File: config.mk
export PLATFORM = sky130hd
export DESIGN_NAME = tamper_stamp_top
export DESIGN_NICKNAME = d
export VERILOG_FILES = /design/src/rtl/tamper_stamp_pkg.sv /design/src/rtl/tamper_sync.sv /design/src/rtl/tamper_latch.sv /design/src/rtl/rtc_live_counter.sv /design/src/rtl/stamp_view_ctrl.sv /design/src/rtl/tamper_stamp_top.sv
export SDC_FILE = /design/constraint.sdc
export NUM_CORES = 1
export LEC_CHECK = 0
export ABC_AREA = 1
export CAP_MARGIN = 20
export CORE_ASPECT_RATIO = 0.75
export CORE_MARGIN = 4
export CORE_UTILIZATION = 48
export CTS_BUF_LIST = sky130_fd_sc_hd__clkbuf_8
export DETAILED_ROUTE_END_ITERATION = 12
export DONT_BUFFER_PORTS = 1
export GPL_TIMING_DRIVEN = 0
export PLACE_DENSITY = 0.62
export SYNTH_ARGS = -nofsm -noshare
export SYNTH_HDL_FRONTEND = slang
export SYNTH_HIERARCHICAL = 1
export SYNTH_SLANG_ARGS = --single-unit
File: constraint.sdc
create_clock -name clk -period 1.2 [get_ports clk]
set_input_delay 0.06 -clock clk [delete_from_list [all_inputs] [get_ports clk]]
set_output_delay 0.06 -clock clk [all_outputs]
set_load 0.01 [all_outputs]
File: src/rtl/tamper_stamp_pkg.sv
package tamper_stamp_pkg;

    localparam int SEC_W     = 6;
    localparam int MIN_W     = 6;
    localparam int HOUR_W    = 5;
    localparam int SEC_LAST  = 59;
    localparam int MIN_LAST  = 59;
    localparam int HOUR_LAST = 23;

    typedef struct packed {
        logic [HOUR_W-1:0] hour;
        logic [MIN_W-1:0]  min;
        logic [SEC_W-1:0]  sec;
    } rtc_time_t;

    typedef enum logic [1:0] {
        VIEW_LIVE  = 2'd0,
        VIEW_HELD  = 2'd1,
        VIEW_STALE = 2'd2
    } view_state_e;

    function automatic rtc_time_t time_step(input rtc_time_t t);
        rtc_time_t n;
        n = t;
        if (t.sec == SEC_W'(SEC_LAST)) begin
            n.sec = '0;
            if (t.min == MIN_W'(MIN_LAST)) begin
                n.min  = '0;
                n.hour = (t.hour == HOUR_W'(HOUR_LAST)) ? '0 : t.hour + 1'b1;
            end else begin
                n.min = t.min + 1'b1;
            end
        end else begin
            n.sec = t.sec + 1'b1;
        end
        return n;
    endfunction

endpackage

File: src/rtl/tamper_sync.sv
module tamper_sync #(
    parameter int STAGES = 2
) (
    input  logic clk,
    input  logic rst,
    input  logic din,
    output logic dout
);
    logic [STAGES-1:0] chain;

    always_ff @(posedge clk) begin
        if (rst) chain <= '0;
        else     chain <= {chain[STAGES-2:0], din};
    end

    assign dout = chain[STAGES-1];
endmodule

File: src/rtl/tamper_latch.sv
module tamper_latch (
    input  logic clk,
    input  logic rst,
    input  logic en_wr,
    input  logic en_wr_data,
    input  logic pin_s,
    output logic en_q,
    output logic flag,
    output logic set_now
);
    // Enable bit deliberately has no reset: its power-up value is undefined.
    always_ff @(posedge clk) begin
        if (en_wr) en_q <= en_wr_data;
    end

    assign set_now = en_q & pin_s & ~flag;

    always_ff @(posedge clk) begin
        if (rst)                 flag <= 1'b0;
        else if (set_now)        flag <= 1'b1;
        else if (!en_q && !pin_s) flag <= 1'b0;
    end
endmodule

File: src/rtl/rtc_live_counter.sv
module rtc_live_counter
    import tamper_stamp_pkg::*;
(
    input  logic      clk,
    input  logic      rst,
    input  logic      tick,
    output rtc_time_t live
);
    always_ff @(posedge clk) begin
        if (rst)       live <= '0;
        else if (tick) live <= time_step(live);
    end
endmodule

File: src/rtl/stamp_view_ctrl.sv
module stamp_view_ctrl
    import tamper_stamp_pkg::*;
(
    input  logic        clk,
    input  logic        rst,
    input  logic        flag,
    input  logic        set_now,
    input  rtc_time_t   live,
    input  logic        bus_stop,
    input  logic        ptr_ram_enter,
    input  logic        ptr_clk_enter,
    output view_state_e view_q,
    output rtc_time_t   rd_time
);
    rtc_time_t shadow;
    logic      in_ram;

    always_ff @(posedge clk) begin
        if (rst) begin
            view_q <= VIEW_LIVE;
            shadow <= '0;
            in_ram <= 1'b0;
        end else if (set_now) begin
            view_q <= VIEW_HELD;
            shadow <= live;
            in_ram <= 1'b0;
        end else begin
            unique case (view_q)
                VIEW_LIVE: shadow <= live;
                VIEW_HELD: begin
                    if (!flag) begin
                        view_q <= VIEW_STALE;
                        in_ram <= 1'b0;
                    end
                end
                VIEW_STALE: begin
                    if (bus_stop || (in_ram && ptr_clk_enter)) view_q <= VIEW_LIVE;
                    else if (ptr_ram_enter)                     in_ram <= 1'b1;
                end
                default: view_q <= VIEW_LIVE;
            endcase
        end
    end

    assign rd_time = (view_q == VIEW_LIVE) ? live : shadow;
endmodule

File: src/rtl/tamper_stamp_top.sv
module tamper_stamp_top
    import tamper_stamp_pkg::*;
#(
    parameter int SYNC_STAGES = 2
) (
    input  logic              clk,
    input  logic              rst,
    input  logic              tamper_pin,
    input  logic              en_wr,
    input  logic              en_wr_data,
    input  logic              sec_tick,
    input  logic              bus_stop,
    input  logic              ptr_ram_enter,
    input  logic              ptr_clk_enter,
    output logic              tamper_en,
    output logic              tamper_flag,
    output logic [SEC_W-1:0]  rd_sec,
    output logic [MIN_W-1:0]  rd_min,
    output logic [HOUR_W-1:0] rd_hour
);
    logic        pin_s;
    logic        set_now;
    rtc_time_t   live;
    rtc_time_t   rd_time;
    view_state_e view_q;

    tamper_sync #(.STAGES(SYNC_STAGES)) u_sync (
        .clk(clk), .rst(rst), .din(tamper_pin), .dout(pin_s)
    );

    tamper_latch u_latch (
        .clk(clk), .rst(rst), .en_wr(en_wr), .en_wr_data(en_wr_data),
        .pin_s(pin_s), .en_q(tamper_en), .flag(tamper_flag), .set_now(set_now)
    );

    rtc_live_counter u_live (
        .clk(clk), .rst(rst), .tick(sec_tick), .live(live)
    );

    stamp_view_ctrl u_view (
        .clk(clk), .rst(rst), .flag(tamper_flag), .set_now(set_now),
        .live(live), .bus_stop(bus_stop), .ptr_ram_enter(ptr_ram_enter),
        .ptr_clk_enter(ptr_clk_enter), .view_q(view_q), .rd_time(rd_time)
    );

    assign rd_sec  = rd_time.sec;
    assign rd_min  = rd_time.min;
    assign rd_hour = rd_time.hour;
endmodule

==> results list <==
- Post-route clock skew: 0.008111 ns
- Counting both buffers and inverters, the worst setup path holds a total of 1.
- Flip-flop and latch count after synthesis: 41
- The design draws 2.668 mW.
- In this run the core area contains 20 standard-cell rows.
* Die Span Y: 65.58 microns
- Counting every instance in the synthesized netlist gives 299.
* Global-route wire length before repair: 9246 microns
- Buffers placed on the I/O ports in this run total 0.
- Dividing the detail-routed wire length by the instance count gives 15.93 microns.
- Skew-Pair Late Insertion Delay: 0.29 ns
* Highest-count cells in the layout ignoring fill and taps: 55 x inv_1, 29 x nand2_1, 27 x dfxtp_1, 19 x nor2_4, 19 x a21oi_2
- The first routing iteration left 142 violations.
- After synthesis the cells add up to 2122 sq um.
- Final Cycle Share: 112.8%
- Cell variety after synth: 30
- Based on the critical path, the design can be clocked at up to 0.7385 GHz.
* Worst slew pin tran: 0.7109 ns
* Total Nets Final: 349
- Cells along the critical path: nor2_4 > buf_8 > nor2_4 > a21oi_4
- After routing the design area is 3137 sq um.
- Summed over all cells, the static leakage comes to 1.342 nW.
- Ant diodes: 0
- Dividing total power by cell area gives a power density of 850.7 nW/um^2.
- The flow ran to the end, but the final reports show violations.
- Most frequent standard cell in the layout excluding fill and tap cells: inv_1
* Net count of the mapped netlist: 311
- Across every metal layer, demand over resource in global routing totals 21.30%.
* Final slew viol count: 0
- Sequential fraction of the synthesis area: 39.15%
- The count of nets left with antenna violations once routing finished came out at 0.
- After detailed placement, the total cell area comes to 2210 sq um.
- Routability-driven placement finished with a final weighted congestion of 0.7953.
- Half-perimeter wire length of the detailed placement result: 3308 microns
- TritonCTS built the clock tree.
- Number of top-level design ports: 28
- Layout cells sized above 1: 44.38%
* Critical Path Max Stage Delay: 0.38 ns
- Element type at the critical path start: flop
- Setup repair after global routing could not meet its margin everywhere.
- Worst path required time: 1.14 ns
- The die is 84.78 microns wide.
- Via count: 2087
* Type of the most critical hold path: in2reg
* Yosys warns: 6
- In this design, the critical path's most frequently occurring cell is nor2_4.
- The number of antenna violations at the first check in global routing came to 0.
- Number of hold-slack violations in the final timing report: 0
- Wires add up to 6260 microns.
- Among cell families on the critical path, the largest total delay comes from flip-flops.
* Area of the die: 5560 sq um
- Max stage delay cell, worst path: dfxtp_4
- CP Max Fanout: 5
- Setup Total Neg Slack: -3.632 ns
- Area of the placeable core: 4154 sq um
* Master cell of the clock root buffer: clkbuf_8
- Across the run, the number of max-cap violations was 0.
* Drt via density: 5.310
- Worst Setup End Kind: primary output
* Placed Cells incl. Taps: 354
- Core occupancy in the finished layout: 75.51%
- Synthesis-to-finish area growth: 47.82%
- Total clock buffers created by CTS: 5
* Post-route worst setup slack: -0.1542 ns
* Number of filler cells placed in the layout: 309
* Rel. slew slack: 52.61%
- The first TritonRoute pass finished after 4 iterations.
* Clock transition at the register clock pins on the worst setup and hold paths after CTS: 0.08 ns
- The H-tree generated during clock tree synthesis spans 2 levels.
* Starting density of the core: 51.08%
- Final critical delay including setup and external delays: 1.354 ns
- Critical path type: reg2out
- Dividing the synthesized area by the synthesized cell count gives 7.097 sq um.
* Final instance count without filler cells: 393
* Count of endpoints failing setup in the final report: 43
- Entering global routing, the biggest net connects 13 pins.
- For this run, design rule violations remaining after detail routing come to 0.
- Number of buffers on the longest clock path: 2
- Vias in the first global route: 1912
- Violations in the final reports: setup timing
- Clk sinks: 41
- Worst vdd ir: 0.0005244 V
- Total grt overflow: 0
- At the worst endpoint, the arrival time is 1.29 ns.
-- repair_timing --
item,CTS,global route
resized for setup,88,65
setup endpoints to repair,51,53
cloned,5,1
buffers inserted,11,7
hold buffers,7,0
endpoints found under the hold margin,12,0
pin swaps,20,27
-- cell type report --
| cell class | count | area (sq um) | share of cell area [%] |
|---|---|---|---|
| inverter | 58 | 217.7 | 6.941 |
| multi-input combinational | 192 | 1490 | 47.51 |
| clock inverter | 3 | 13.76 | 0.4388 |
| sequential | 41 | 862.1 | 27.48 |
| timing repair buffer | 29 | 295.3 | 9.414 |
| clock buffer | 5 | 68.82 | 2.194 |
| buffer | 10 | 120.1 | 3.829 |
| tap | 55 | 68.82 | 2.194 |
-- logic make-up after synthesis --
kind of cell | synth area share (%)
xor+xnor | 1.238
simple gates | 25.06
fa+ha+maj | 1.769
buf+inv | 13.38
compound gates | 19.40
flops | 39.15
-- cells in the mapped netlist --
cell	instances	area share, %
a21boi_0	1	0.35
a21oi_1	31	7.3
a21oi_2	15	6.2
buf_1	1	0.18
buf_2	5	1.2
buf_6	3	1.6
clkbuf_1	1	0.18
dfxtp_1	40	38
edfxtp_1	1	1.4
ha_1	3	1.8
inv_1	56	9.9
inv_2	2	0.35
nand2_1	39	6.9
nand2_2	3	0.88
nand2_4	1	0.53
nand3_1	15	3.5
nand3b_1	1	0.35
nand4_1	4	1.2
nor2_1	36	6.4
nor2_2	7	2.1
nor2_4	3	1.6
nor3_1	3	0.71
nor3b_1	1	0.35
o21ai_0	13	3.1
o21ai_1	6	1.4
o21bai_1	3	1.1
or2_0	1	0.29
or2_2	1	0.29
xnor2_1	1	0.41
xor2_1	2	0.83
-- registers in the layout, summed over array words and instances (netlist names) --
name / count
u_sync/chain: 2
u_latch/flag: 1
u_view/shadow: 17
u_view/in_ram: 1
u_live/live: 17
u_view/view_q: 2
u_latch/en_q: 1
-- per-layer routing --
metal / share of wire [%] / vias up / global-route usage, %
met5: 0 / - / 0
met4: 0.75 / 0 / 7.510
met3: 7.4 / 6 / 7.769
met2: 50 / 65 / 32.91
met1: 42 / 996 / 27.44
li1: - / 1020 / -
-- worst register-to-register path, cell delays in order (launching register included) --
cell	delay [ns]
dfxtp_4	0.38
nor2_4	0.20
buf_4	0.18
buf_16	0.13
a21oi_4	0.07
o21ai_1	0.18
inv_1	0.07
-- where the power goes --
part / switching [mW] / leakage, nW / internal (mW)
sequential: 0.0318 / 0.342 / 1.39
combinational: 0.204 / 0.950 / 0.162
clock: 0.482 / 0.0491 / 0.395
total: 0.718 / 1.34 / 1.95
-- final timing paths --
check	endpoint	startpoint	depth (start not counted)	slack, ns
setup / recovery	rd_min[5]	u_view/view_q[1]	4	-0.15
hold / removal	u_live/live[15]	sec_tick	4	0.02
setup reg to reg	u_view/shadow[3]	u_view/view_q[1]	6	-0.11
hold reg to reg	u_sync/chain[1]	u_sync/chain[0]	2	0.41
-- through the flow --
stage | hold WS, ns | worst slack, ns
finish | 0.02118 | -0.1542
CTS | 0.03064 | -0.1429
global placement | 0.1273 | -0.1732
global route | 0.02333 | -0.1974
detailed placement | 0.1290 | -0.1821
floorplan | 0.1217 | 0.003700
Note: power is estimated with default switching activity, not from simulation.
